===== config.mk =====
export PLATFORM = sky130hd
export DESIGN_NAME = xlat_cap_unit
export DESIGN_NICKNAME = d
export VERILOG_FILES = /design/src/rtl/xcu_pkg.sv /design/src/rtl/xcu_regfile.sv /design/src/rtl/xcu_access_check.sv /design/src/rtl/xcu_fsm.sv /design/src/rtl/xlat_cap_unit.sv
export SDC_FILE = /design/constraint.sdc
export NUM_CORES = 1
export LEC_CHECK = 0
export BUFFER_PORTS_ARGS = -buffer_cell sky130_fd_sc_hd__buf_2
export CORE_MARGIN = 10
export CORE_UTILIZATION = 55
export CTS_CLUSTER_DIAMETER = 60
export DETAILED_ROUTE_END_ITERATION = 16
export GPL_ROUTABILITY_DRIVEN = 0
export PLACE_DENSITY = 0.84
export SLEW_MARGIN = 0
export SYNTH_ARGS = -nofsm -noshare
export SYNTH_HDL_FRONTEND = slang
export SYNTH_SLANG_ARGS = --single-unit

===== constraint.sdc =====
create_clock -name clk -period 5.4 [get_ports clk]
set_clock_uncertainty 0.1 [all_clocks]
set_input_delay 0.54 -clock clk [delete_from_list [all_inputs] [get_ports clk]]
set_output_delay 0.54 -clock clk [all_outputs]
set_load 0.05 [all_outputs]

===== src/rtl/xcu_pkg.sv =====
package xcu_pkg;

    typedef enum logic [1:0] {
        OP_XLATE = 2'd0,
        OP_LOAD  = 2'd1,
        OP_STORE = 2'd2,
        OP_RSVD  = 2'd3
    } xcu_op_e;

    typedef enum logic [2:0] {
        CZ_NONE    = 3'd0,
        CZ_NOTAG   = 3'd1,
        CZ_BOUNDS  = 3'd2,
        CZ_WDENY   = 3'd3,
        CZ_RDENY   = 3'd4,
        CZ_WALKFLT = 3'd5,
        CZ_BADOP   = 3'd6
    } xcu_cause_e;

    typedef enum logic [1:0] {
        ST_IDLE      = 2'd0,
        ST_WALK_REQ  = 2'd1,
        ST_WALK_WAIT = 2'd2,
        ST_CHECK     = 2'd3
    } xcu_state_e;

    localparam int PERM_RD = 0;
    localparam int PERM_WR = 1;

endpackage


===== src/rtl/xcu_regfile.sv =====
module xcu_regfile #(
    parameter int NREG  = 4,
    parameter int PPN_W = 20,
    parameter int VPN_W = 20,
    parameter int IDX_W = $clog2(NREG)
) (
    input  logic             clk,
    input  logic             rst_n,
    input  logic             fill_en,
    input  logic [IDX_W-1:0] fill_idx,
    input  logic [PPN_W-1:0] fill_ppn,
    input  logic [1:0]       fill_perm,
    input  logic [VPN_W-1:0] fill_vpn,
    input  logic             os_valid,
    input  logic             os_inval,
    input  logic [IDX_W-1:0] os_idx,
    input  logic [PPN_W-1:0] os_ppn,
    input  logic [1:0]       os_perm,
    input  logic [VPN_W-1:0] os_vpn,
    input  logic [IDX_W-1:0] rd_idx,
    output logic             rd_tag,
    output logic             rd_held,
    output logic [1:0]       rd_perm,
    output logic [PPN_W-1:0] rd_ppn,
    output logic [VPN_W-1:0] rd_vpn
);

    logic [NREG-1:0]            tag_vec;
    logic [NREG-1:0]            held_vec;
    logic [NREG-1:0][1:0]       perm_vec;
    logic [NREG-1:0][PPN_W-1:0] ppn_vec;
    logic [NREG-1:0][VPN_W-1:0] vpn_vec;

    for (genvar i = 0; i < NREG; i++) begin : g_ent
        logic             tag_q;
        logic             held_q;
        logic [1:0]       perm_q;
        logic [PPN_W-1:0] ppn_q;
        logic [VPN_W-1:0] vpn_q;
        logic             os_hit;
        logic             fill_hit;

        assign os_hit   = os_valid && (os_idx == IDX_W'(i));
        assign fill_hit = fill_en && (fill_idx == IDX_W'(i));

        // OS writes take precedence over a same-edge fill; both leave tag rules intact
        always_ff @(posedge clk or negedge rst_n) begin
            if (!rst_n) begin
                tag_q  <= 1'b0;
                held_q <= 1'b0;
                perm_q <= '0;
                ppn_q  <= '0;
                vpn_q  <= '0;
            end else if (os_hit) begin
                tag_q <= 1'b0;
                if (!os_inval) begin
                    held_q <= 1'b1;
                    perm_q <= os_perm;
                    ppn_q  <= os_ppn;
                    vpn_q  <= os_vpn;
                end
            end else if (fill_hit) begin
                tag_q  <= 1'b1;
                held_q <= 1'b1;
                perm_q <= fill_perm;
                ppn_q  <= fill_ppn;
                vpn_q  <= fill_vpn;
            end
        end

        assign tag_vec[i]  = tag_q;
        assign held_vec[i] = held_q;
        assign perm_vec[i] = perm_q;
        assign ppn_vec[i]  = ppn_q;
        assign vpn_vec[i]  = vpn_q;
    end

    assign rd_tag  = tag_vec[rd_idx];
    assign rd_held = held_vec[rd_idx];
    assign rd_perm = perm_vec[rd_idx];
    assign rd_ppn  = ppn_vec[rd_idx];
    assign rd_vpn  = vpn_vec[rd_idx];

endmodule


===== src/rtl/xcu_access_check.sv =====
module xcu_access_check
    import xcu_pkg::*;
#(
    parameter int PG_BITS = 12,
    parameter int PPN_W   = 20,
    parameter int VPN_W   = 20,
    parameter int OFF_W   = 16,
    parameter int PA_W    = PPN_W + PG_BITS,
    parameter int VA_W    = VPN_W + PG_BITS
) (
    input  xcu_op_e          op,
    input  logic [OFF_W-1:0] offset,
    input  logic [1:0]       size,
    input  logic             tag,
    input  logic             held,
    input  logic [1:0]       perm,
    input  logic [PPN_W-1:0] ppn,
    input  logic [VPN_W-1:0] vpn,
    output logic             trap,
    output xcu_cause_e       cause,
    output logic             retrans,
    output logic [PA_W-1:0]  paddr,
    output logic [VA_W-1:0]  vaddr
);

    localparam int END_W      = OFF_W + 1;
    localparam int PAGE_BYTES = 1 << PG_BITS;

    logic [END_W-1:0] end_byte;
    logic             out_of_page;

    assign end_byte    = {1'b0, offset} + (END_W'(1) << size);
    assign out_of_page = end_byte > END_W'(PAGE_BYTES);

    always_comb begin
        trap    = 1'b0;
        cause   = CZ_NONE;
        retrans = 1'b0;
        paddr   = '0;
        vaddr   = '0;
        if (op == OP_RSVD || op == OP_XLATE) begin
            trap  = 1'b1;
            cause = CZ_BADOP;
        end else if (!tag && held) begin
            retrans = 1'b1;
            vaddr   = VA_W'({vpn, offset[PG_BITS-1:0]});
        end else if (!tag) begin
            trap  = 1'b1;
            cause = CZ_NOTAG;
        end else if (out_of_page) begin
            trap  = 1'b1;
            cause = CZ_BOUNDS;
        end else if (op == OP_STORE && !perm[PERM_WR]) begin
            trap  = 1'b1;
            cause = CZ_WDENY;
        end else if (op == OP_LOAD && !perm[PERM_RD]) begin
            trap  = 1'b1;
            cause = CZ_RDENY;
        end else begin
            paddr = (PA_W'(ppn) << PG_BITS) + PA_W'(offset);
        end
    end

endmodule


===== src/rtl/xcu_fsm.sv =====
module xcu_fsm
    import xcu_pkg::*;
#(
    parameter int IDX_W   = 2,
    parameter int PG_BITS = 12,
    parameter int PPN_W   = 20,
    parameter int VPN_W   = 20,
    parameter int OFF_W   = 16,
    parameter int PA_W    = PPN_W + PG_BITS,
    parameter int VA_W    = VPN_W + PG_BITS
) (
    input  logic             clk,
    input  logic             rst_n,
    input  logic             cmd_valid,
    output logic             cmd_ready,
    input  logic [1:0]       cmd_op,
    input  logic [IDX_W-1:0] cmd_idx,
    input  logic [VA_W-1:0]  cmd_vaddr,
    input  logic [OFF_W-1:0] cmd_offset,
    input  logic [1:0]       cmd_size,
    output logic             pt_req_valid,
    output logic [VPN_W-1:0] pt_req_vpn,
    input  logic             pt_rsp_valid,
    input  logic [PPN_W-1:0] pt_rsp_ppn,
    input  logic [1:0]       pt_rsp_perm,
    input  logic             pt_rsp_fault,
    output logic             fill_en,
    output logic [PPN_W-1:0] fill_ppn,
    output logic [1:0]       fill_perm,
    output logic [VPN_W-1:0] fill_vpn,
    output xcu_op_e          cur_op,
    output logic [IDX_W-1:0] cur_idx,
    output logic [OFF_W-1:0] cur_offset,
    output logic [1:0]       cur_size,
    input  logic             chk_trap,
    input  xcu_cause_e       chk_cause,
    input  logic             chk_retrans,
    input  logic [PA_W-1:0]  chk_paddr,
    input  logic [VA_W-1:0]  chk_vaddr,
    output logic             res_valid,
    output logic             res_trap,
    output xcu_cause_e       res_cause,
    output logic             res_retrans,
    output logic [PA_W-1:0]  res_paddr,
    output logic [VA_W-1:0]  res_vaddr
);

    xcu_state_e st, nxt;

    logic [VA_W-1:0] cur_vaddr;

    logic            rv_d, rt_d, rr_d;
    xcu_cause_e      rc_d;
    logic [PA_W-1:0] rp_d;
    logic [VA_W-1:0] rva_d;

    // state register
    always_ff @(posedge clk or negedge rst_n) begin
        if (!rst_n) st <= ST_IDLE;
        else        st <= nxt;
    end

    // transitions and outputs
    always_comb begin
        nxt          = st;
        cmd_ready    = 1'b0;
        pt_req_valid = 1'b0;
        fill_en      = 1'b0;
        rv_d         = 1'b0;
        rt_d         = 1'b0;
        rc_d         = CZ_NONE;
        rr_d         = 1'b0;
        rp_d         = '0;
        rva_d        = '0;
        unique case (st)
            ST_IDLE: begin
                cmd_ready = 1'b1;
                if (cmd_valid)
                    nxt = (xcu_op_e'(cmd_op) == OP_XLATE) ? ST_WALK_REQ : ST_CHECK;
            end
            ST_WALK_REQ: begin
                pt_req_valid = 1'b1;
                nxt          = ST_WALK_WAIT;
            end
            ST_WALK_WAIT: begin
                if (pt_rsp_valid) begin
                    nxt  = ST_IDLE;
                    rv_d = 1'b1;
                    if (pt_rsp_fault) begin
                        rt_d = 1'b1;
                        rc_d = CZ_WALKFLT;
                    end else begin
                        fill_en = 1'b1;
                        rp_d    = PA_W'({pt_rsp_ppn, cur_vaddr[PG_BITS-1:0]});
                    end
                end
            end
            ST_CHECK: begin
                nxt   = ST_IDLE;
                rv_d  = 1'b1;
                rt_d  = chk_trap;
                rc_d  = chk_cause;
                rr_d  = chk_retrans;
                rp_d  = chk_paddr;
                rva_d = chk_vaddr;
            end
            default: nxt = ST_IDLE;
        endcase
    end

    // command capture
    always_ff @(posedge clk or negedge rst_n) begin
        if (!rst_n) begin
            cur_op     <= OP_LOAD;
            cur_idx    <= '0;
            cur_vaddr  <= '0;
            cur_offset <= '0;
            cur_size   <= '0;
        end else if (st == ST_IDLE && cmd_valid) begin
            cur_op     <= xcu_op_e'(cmd_op);
            cur_idx    <= cmd_idx;
            cur_vaddr  <= cmd_vaddr;
            cur_offset <= cmd_offset;
            cur_size   <= cmd_size;
        end
    end

    // result register
    always_ff @(posedge clk or negedge rst_n) begin
        if (!rst_n) begin
            res_valid   <= 1'b0;
            res_trap    <= 1'b0;
            res_cause   <= CZ_NONE;
            res_retrans <= 1'b0;
            res_paddr   <= '0;
            res_vaddr   <= '0;
        end else begin
            res_valid   <= rv_d;
            res_trap    <= rt_d;
            res_cause   <= rc_d;
            res_retrans <= rr_d;
            res_paddr   <= rp_d;
            res_vaddr   <= rva_d;
        end
    end

    assign pt_req_vpn = cur_vaddr[VA_W-1:PG_BITS];
    assign fill_ppn   = pt_rsp_ppn;
    assign fill_perm  = pt_rsp_perm;
    assign fill_vpn   = cur_vaddr[VA_W-1:PG_BITS];

endmodule


===== src/rtl/xlat_cap_unit.sv =====
module xlat_cap_unit
    import xcu_pkg::*;
#(
    parameter int NREG    = 4,
    parameter int VA_W    = 32,
    parameter int PA_W    = 32,
    parameter int PG_BITS = 12,
    parameter int OFF_W   = 16,
    localparam int IDX_W  = $clog2(NREG),
    localparam int VPN_W  = VA_W - PG_BITS,
    localparam int PPN_W  = PA_W - PG_BITS
) (
    input  logic             clk,
    input  logic             rst_n,
    input  logic             cmd_valid,
    output logic             cmd_ready,
    input  logic [1:0]       cmd_op,
    input  logic [IDX_W-1:0] cmd_idx,
    input  logic [VA_W-1:0]  cmd_vaddr,
    input  logic [OFF_W-1:0] cmd_offset,
    input  logic [1:0]       cmd_size,
    output logic             pt_req_valid,
    output logic [VPN_W-1:0] pt_req_vpn,
    input  logic             pt_rsp_valid,
    input  logic [PPN_W-1:0] pt_rsp_ppn,
    input  logic [1:0]       pt_rsp_perm,
    input  logic             pt_rsp_fault,
    input  logic             os_valid,
    input  logic             os_inval,
    input  logic [IDX_W-1:0] os_idx,
    input  logic [PPN_W-1:0] os_ppn,
    input  logic [1:0]       os_perm,
    input  logic [VPN_W-1:0] os_vpn,
    output logic             res_valid,
    output logic             res_trap,
    output logic [2:0]       res_cause,
    output logic             res_retrans,
    output logic [PA_W-1:0]  res_paddr,
    output logic [VA_W-1:0]  res_vaddr
);

    logic             fill_en;
    logic [PPN_W-1:0] fill_ppn;
    logic [1:0]       fill_perm;
    logic [VPN_W-1:0] fill_vpn;
    xcu_op_e          cur_op;
    logic [IDX_W-1:0] cur_idx;
    logic [OFF_W-1:0] cur_offset;
    logic [1:0]       cur_size;

    logic             rd_tag, rd_held;
    logic [1:0]       rd_perm;
    logic [PPN_W-1:0] rd_ppn;
    logic [VPN_W-1:0] rd_vpn;

    logic             chk_trap, chk_retrans;
    xcu_cause_e       chk_cause;
    logic [PA_W-1:0]  chk_paddr;
    logic [VA_W-1:0]  chk_vaddr;
    xcu_cause_e       res_cause_e;

    xcu_fsm #(
        .IDX_W(IDX_W), .PG_BITS(PG_BITS), .PPN_W(PPN_W), .VPN_W(VPN_W),
        .OFF_W(OFF_W), .PA_W(PA_W), .VA_W(VA_W)
    ) u_fsm (
        .clk, .rst_n,
        .cmd_valid, .cmd_ready, .cmd_op, .cmd_idx, .cmd_vaddr, .cmd_offset, .cmd_size,
        .pt_req_valid, .pt_req_vpn, .pt_rsp_valid, .pt_rsp_ppn, .pt_rsp_perm, .pt_rsp_fault,
        .fill_en, .fill_ppn, .fill_perm, .fill_vpn,
        .cur_op, .cur_idx, .cur_offset, .cur_size,
        .chk_trap, .chk_cause, .chk_retrans, .chk_paddr, .chk_vaddr,
        .res_valid, .res_trap, .res_cause(res_cause_e), .res_retrans, .res_paddr, .res_vaddr
    );

    xcu_regfile #(
        .NREG(NREG), .PPN_W(PPN_W), .VPN_W(VPN_W), .IDX_W(IDX_W)
    ) u_rf (
        .clk, .rst_n,
        .fill_en, .fill_idx(cur_idx), .fill_ppn, .fill_perm, .fill_vpn,
        .os_valid, .os_inval, .os_idx, .os_ppn, .os_perm, .os_vpn,
        .rd_idx(cur_idx), .rd_tag, .rd_held, .rd_perm, .rd_ppn, .rd_vpn
    );

    xcu_access_check #(
        .PG_BITS(PG_BITS), .PPN_W(PPN_W), .VPN_W(VPN_W), .OFF_W(OFF_W),
        .PA_W(PA_W), .VA_W(VA_W)
    ) u_chk (
        .op(cur_op), .offset(cur_offset), .size(cur_size),
        .tag(rd_tag), .held(rd_held), .perm(rd_perm), .ppn(rd_ppn), .vpn(rd_vpn),
        .trap(chk_trap), .cause(chk_cause), .retrans(chk_retrans),
        .paddr(chk_paddr), .vaddr(chk_vaddr)
    );

    assign res_cause = res_cause_e;

endmodule


Word-level counts from Yosys, hierarchy flattened
Cells that the tools add are included.
{"block": "word_totals", "ff_bits": 302, "inputBits": 127, "out_inout_bits": 92, "wordCells": 179}
{"block": "op_classes", "add_sub_neg": 2, "n_lt_le_gt_ge": 2, "n_eq_ne": 18, "shift": 1, "mux": 94, "n_reduce_logical": 30}
{"operator": "two-way mux 20 bit", "n": 20}
{"operator": "two-way mux 32 bit", "n": 11}
{"operator": "binary-select mux 20 bit (select 2 bit)", "n": 2}
{"operator": "case mux 32 bit (2 select lines)", "n": 1}
{"operator": "adder 32 x 16 -> 32 bit", "n": 1}
{"operator": "two-way mux 1 bit", "n": 32}
{"operator": "two-way mux 2 bit", "n": 13}
{"operator": "two-way mux 3 bit", "n": 8}
{"operator": "adder 16 x 17 -> 17 bit", "n": 1}
{"operator": "greater-than comparator 17 x 13 -> 1 bit, second input constant", "n": 1}
{"operator": "<< shifter 1 x 2 -> 17 bit, first input constant", "n": 1}
{"operator": "== test 2 bit, second input constant", "n": 8}
{"operator": "logical AND 1 bit", "n": 12}
{"operator": "!= test 2 bit, second input constant", "n": 6}
{"operator": "logical NOT 2 bit", "n": 5}
{"operator": "AND reduction 2 bit", "n": 5}
{"operator": "== test 2 x 1 -> 1 bit, second input constant", "n": 4}
{"operator": "case mux 2 bit (4 select lines)", "n": 1}
{"operator": "nonzero test 2 bit", "n": 4}
{"operator": "case mux 3 bit (2 select lines)", "n": 1}
{"operator": "binary-select mux 1 bit (select 2 bit)", "n": 2}
{"operator": "binary-select mux 2 bit (select 2 bit)", "n": 1}
{"operator": "case mux 1 bit (2 select lines)", "n": 2}
{"operator": "logical NOT 1 bit", "n": 3}
{"operator": "2 further kinds", "n": 2}

Depth between registers and ports, before layout
{"block": "logic_depth", "depth_word": 11, "mapped_depth": 15, "depth_no_buf": 10}

By module
Synthesis repeated with hierarchy kept, for this count alone.
{"block": "hier_totals", "hier_cells": 1296, "area_unflattened_um2": 16228.1}
{"module": "xcu_regfile", "instances": 1, "cells_per_inst": 676, "area_each_um2": 9048.7, "seq_area_each_um2": 4404.2}
{"module": "xcu_fsm", "instances": 1, "cells_per_inst": 417, "area_each_um2": 5680.4, "seq_area_each_um2": 3154.3}
{"module": "xcu_access_check", "instances": 1, "cells_per_inst": 203, "area_each_um2": 1498.9, "seq_area_each_um2": 0.0}

Worst setup path before layout
No wires, ideal clock.
{"block": "synth_path", "path_type": "register to register", "from": "reg u_fsm.cur_idx[0]", "to": "reg u_fsm.res_paddr[28]", "setup_ns": 0.121, "t_arrival_ns": 3.642, "required_time_ns": 5.179, "setup_slack_ns": 1.537, "path_stages_with_launch": 16, "path_buffers": 5, "period_less_slack_ns": 3.863, "path_cell_list": "dfrtp_1 -> buf_2 -> buf_6 -> buf_4 -> buf_2 -> buf_2 -> mux4_2 -> ha_1 -> fa_1 -> a21o_1 -> a21oi_1 -> and2b_1 -> nand2_1 -> nor3b_1 -> xor2_1 -> a22o_1"}
{"block": "synth_between", "elab_chain_cells": 11, "elab_cells_between_ends": 22, "cone_classes": "1 x add/sub; 15 x mux; 6 x reduce/logical"}
{"element": "start, declared", "line": "xcu_fsm.sv:32", "text": "output logic [IDX_W-1:0] cur_idx,"}
{"element": "start signal, assigned", "line": "xcu_fsm.sv:121", "text": "cur_idx <= cmd_idx;"}
{"element": "branches (longest 8 deep; another with adder 32 x 16 -> 32 bit)"}
{"element": "two-way mux 32 bit *", "line": "xcu_access_check.sv:44", "text": "end else if (!tag && held) begin"}
{"element": "two-way mux 32 bit *", "line": "xcu_access_check.sv:41", "text": "if (op == OP_RSVD || op == OP_XLATE) begin"}
{"element": "case mux 32 bit (2 select lines) *", "line": "xcu_fsm.sv:75", "text": "unique case (st)"}
{"element": "net u_fsm.rp_d[28]", "line": "xcu_fsm.sv:54", "text": "logic [PA_W-1:0] rp_d;"}
{"element": "end signal, assigned", "line": "xcu_fsm.sv:142", "text": "res_paddr <= rp_d;"}
{"element": "end, declared", "line": "xcu_fsm.sv:44", "text": "output logic [PA_W-1:0] res_paddr,"}
Mark *: on every way through the listed nets, which the timed path passes. The select of a mux whose other input is x is not followed.
A chain may end at the register's enable or synchronous reset.

Worst setup path after layout
{"block": "layout_path", "from": "reg u_fsm.cur_idx[0]", "to": "reg u_fsm.res_paddr[30]"}
Same word-level chain as after synthesis.

==> run_results.csv <==
group,metric,value,unit
worst_setup_path,start_kind,"flip-flop",
synthesis,yosysTopAreaCell,"dfrtp_1",
global_routing,grt_pass1_vias,11400,
floorplan,core-area,0.0260,sq mm
synthesis,syn_area,0.0145,sq mm
detailed_routing,drt_iter0_drc,778,
clock_network,htreeDepth,2,
layout,ff_latch_area,0.00756,sq mm
timing,period_share,66.9,%
placement,dpl_cell_area,0.0157,sq mm
detailed_routing,detail_route.wl_per_cell,21.4,um
floorplan,initial_utilization,55.9,%
placement,io_buffers,218,
clock_network,clkLatencyLatePin,510,ps
worst_setup_path,critPathArrivalTime,3910,ps
power,p_sw,0.00379,W
timing,min_period,3610,ps
layout,area_delta_synth_final,16.8,%
clock_network,root_buffer,"clkbuf_16",
timing,fmaxAchievable,277,MHz
layout,final_cell_count_no_fill,1785,
worst_setup_path,critPathRequiredTime,5690,ps
floorplan,die_w,182,um
synthesis,synth_top_area_share,51.9,%
timing,relSlewSlack,29.6,%
synthesis,synth.distinct_cells,56,
power,clkPwrFrac,23.8,%
synthesis,synth_warnings,0,
detailed_routing,drc,0,
synthesis,synthTopCellsByArea,"dfrtp_1, mux2i_1, mux4_2",
synthesis,synth-seq-cells,302,
layout,drive_gt1_share,28.4,%
detailed_routing,ant_nets,0,
synthesis,synth_fp_nets,1393,
worst_setup_path,crit_path_max_fanout,29,
detailed_routing,viasPerCell,5.96,
synthesis,ys_seq_area_share,52.1,%
clock_network,cts_tree,"yes",
floorplan,io_pins,219,
layout,fillers,1963,
power,combPwrFrac,37.2,%
floorplan,die-area,0.0333,sq mm
synthesis,async_flop_share,100,%
clock_network,cts.sink_count,302,
run,cap_violations,0,
power,ir_worst_vdd,527,uV
synthesis,synth-edff-count,0,
worst_setup_path,crit_end,"u_fsm.res_paddr[30]",
synthesis,synth_flop_cell,"dfrtp_1",
worst_setup_path,endpoint_kind,"flip-flop",
timing,tns,0,ps
worst_setup_path,regToRegStartpoint,"u_fsm.cur_idx[0]",
clock_network,path_clk_slew,60,ps
synthesis,syn-mean-instance-area,11.6,sq um
layout,fin_area,0.0170,sq mm
clock_network,clk_path_buf_depth,3,
global_routing,grt_start_max_net_pins,152,
global_routing,antenna_found_initial,10,
placement,place_hpwl,25.2,mm
detailed_routing,wl,38.3,mm
global_routing,overflow,0,
floorplan,die_height,182,um
layout,final_common_cell,"dfrtp_1",
layout,layout_common_cells,"dfrtp_1, buf_2, mux2i_1",
floorplan,rows,59,
clock_network,cts_made_buffers,34,
worst_hold_path,worst_hold_startpoint,"cmd_offset[7]",
clock_network,ctsResizeCount,0,
power,cellLeakagePower,8.72,nW
power,swShare,37.7,%
worst_setup_path,critPathLaunch,"u_fsm.cur_idx[0]",
synthesis,netlist_instances,1254,
detailed_routing,drt_pass1_iterations,6,
worst_setup_path,rr_worst_depth,10,
timing,setup_viol,0,
worst_hold_path,hp-class,"in2reg",
timing,worst_pin_slew,1050,ps
layout,multiInputGateArea,0.00648,sq mm
global_routing,grt_use_total,22.6,%
placement,dp_cells,1718,
power,p_int,0.00628,W
global_routing,grt_pass1_wl,61.3,mm
layout,fin_nets,1559,
timing,slew_viol_final,0,
power,sequentialPowerShare,39.0,%
worst_setup_path,critPathKind,"reg2reg",
worst_setup_path,regToRegSetupSlack,1790,ps
worst_setup_path,timing.rr.end,"u_fsm.res_paddr[30]",
detailed_routing,vias,10600,
timing,rsz0062_at_grt,"false",
timing,hold_viol,0,
power,powerDensity,594,mW/mm^2
run_status,status,"finished, final reports clean",
-- synthesized netlist by cell type, types with 2 or more instances --
master	count
a211oi_1	2
a21o_1	3
a21o_2	3
a21oi_1	48
a22o_1	32
a31oi_1	5
and2_1	4
and3_1	34
buf_1	8
buf_2	12
buf_4	22
buf_6	4
clkbuf_1	61
dfrtp_1	301
fa_1	2
ha_1	10
inv_1	10
mux2_2	50
mux2i_1	168
mux4_1	3
mux4_2	41
nand2_1	144
nand2b_1	3
nand3_1	7
nand3b_1	3
nand4_1	4
nor2_1	65
nor2b_1	6
nor3_1	6
nor3b_1	3
nor4_1	4
o211ai_1	2
o21a_1	2
o21ai_0	138
o21ai_1	2
o31ai_1	2
xnor2_1	10
xor2_1	12
-- timing repair --
| action | 4_1_cts | 5_1_grt |
|---|---|---|
| buffers inserted | 0 | 0 |
| hold endpoints to repair | 50 | 0 |
| hold buffers | 1 | 0 |
| endpoints found under the setup margin | 0 | 0 |
-- metrics by stage --
step | setup slack, ps | utilization, % | total power [W] | hold slack, ps
after floorplan | 1540 | - | 0.00674 | 144
after global placement | 1860 | 60.6 | 0.00747 | 345
after detailed placement | 1810 | 60.6 | 0.00767 | 354
after CTS | 1790 | 65.2 | 0.0101 | 139
after global routing | 1580 | 65.2 | 0.0107 | 147
final | 1790 | 65.2 | 0.0101 | 157
-- cells by family (layout without fill, tap and decap cells) --
| family | count (synthesis) | after routing | synth area share (%) |
|---|---|---|---|
| other cells | 0 | 5 | 0 |
| fa+ha+maj | 12 | 12 | 1.14 |
| compound gates | 247 | 247 | 10.0 |
| xor+xnor | 22 | 22 | 1.33 |
| buf+inv | 117 | 308 | 3.90 |
| flops | 302 | 302 | 52.1 |
| mux | 262 | 262 | 22.4 |
| simple gates | 292 | 292 | 9.17 |
-- how the worst min path moves through the flow --
stage / endpoint / slack, ps / depth (start not counted)
finish: u_fsm.cur_offset[7] / 160 / 3
floorplan: u_fsm.cur_idx[0] / 140 / 0
CTS: u_fsm.cur_offset[7] / 140 / 3
global placement: u_rf.g_ent[2].held_q / 350 / 1
detailed placement: u_rf.g_ent[2].held_q / 350 / 1
global route: u_fsm.cur_offset[7] / 150 / 3
-- power by group through the flow --
| stage | logic, W | registers (W) | clock network, W |
|---|---|---|---|
| global route | 0.00410 | 0.00405 | 0.00253 |
| global placement | 0.00358 | 0.00389 | 0 |
| CTS | 0.00375 | 0.00392 | 0.00243 |
| finish | 0.00374 | 0.00393 | 0.00240 |
| detailed placement | 0.00373 | 0.00395 | 0 |
| floorplan | 0.00287 | 0.00387 | 0 |
-- registers in the layout (all words and copies together), names as in the netlist --
register / flops
u_fsm.cur_size: 2
u_fsm.cur_op: 2
u_rf.g_ent.tag_q: 4
u_fsm.res_vaddr: 32
u_rf.g_ent.ppn_q: 80
u_fsm.res_retrans: 1
u_fsm.cur_vaddr: 32
u_fsm.res_valid: 1
u_fsm.cur_offset: 16
u_fsm.res_paddr: 32
u_fsm.res_cause: 3
u_fsm.cur_idx: 2
u_fsm.res_trap: 1
u_fsm.st: 2
u_rf.g_ent.held_q: 4
u_rf.g_ent.vpn_q: 80
u_rf.g_ent.perm_q: 8
-- critical path, cell delays in order (launching register included) --
cell	delay, ps
dfrtp_4	830
mux4_2	580
ha_1	230
fa_1	420
a21o_1	180
a21oi_1	260
and2b_1	280
nand2_1	160
nor4_1	90
xor2_1	150
a22o_1	200
-- final cells by class --
class                      count  area share (%)
inverter                      10           0.221
sequential                   302            44.6
tap                          335            2.47
clock buffer                  49            6.14
multi-input combinational    835            38.2
clock inverter                12           0.827
antenna                        5          0.0738
timing repair buffer         237            7.43
-- routing by layer --
| metal | global-route usage (%) | routed length, um |
|---|---|---|
| met1 | 28.8 | 15900 |
| met2 | 36.9 | 18600 |
| met3 | 6.13 | 2920 |
| met4 | 7.13 | 829 |
| met5 | 0 | 63 |
(Power assumes the default switching activity.)
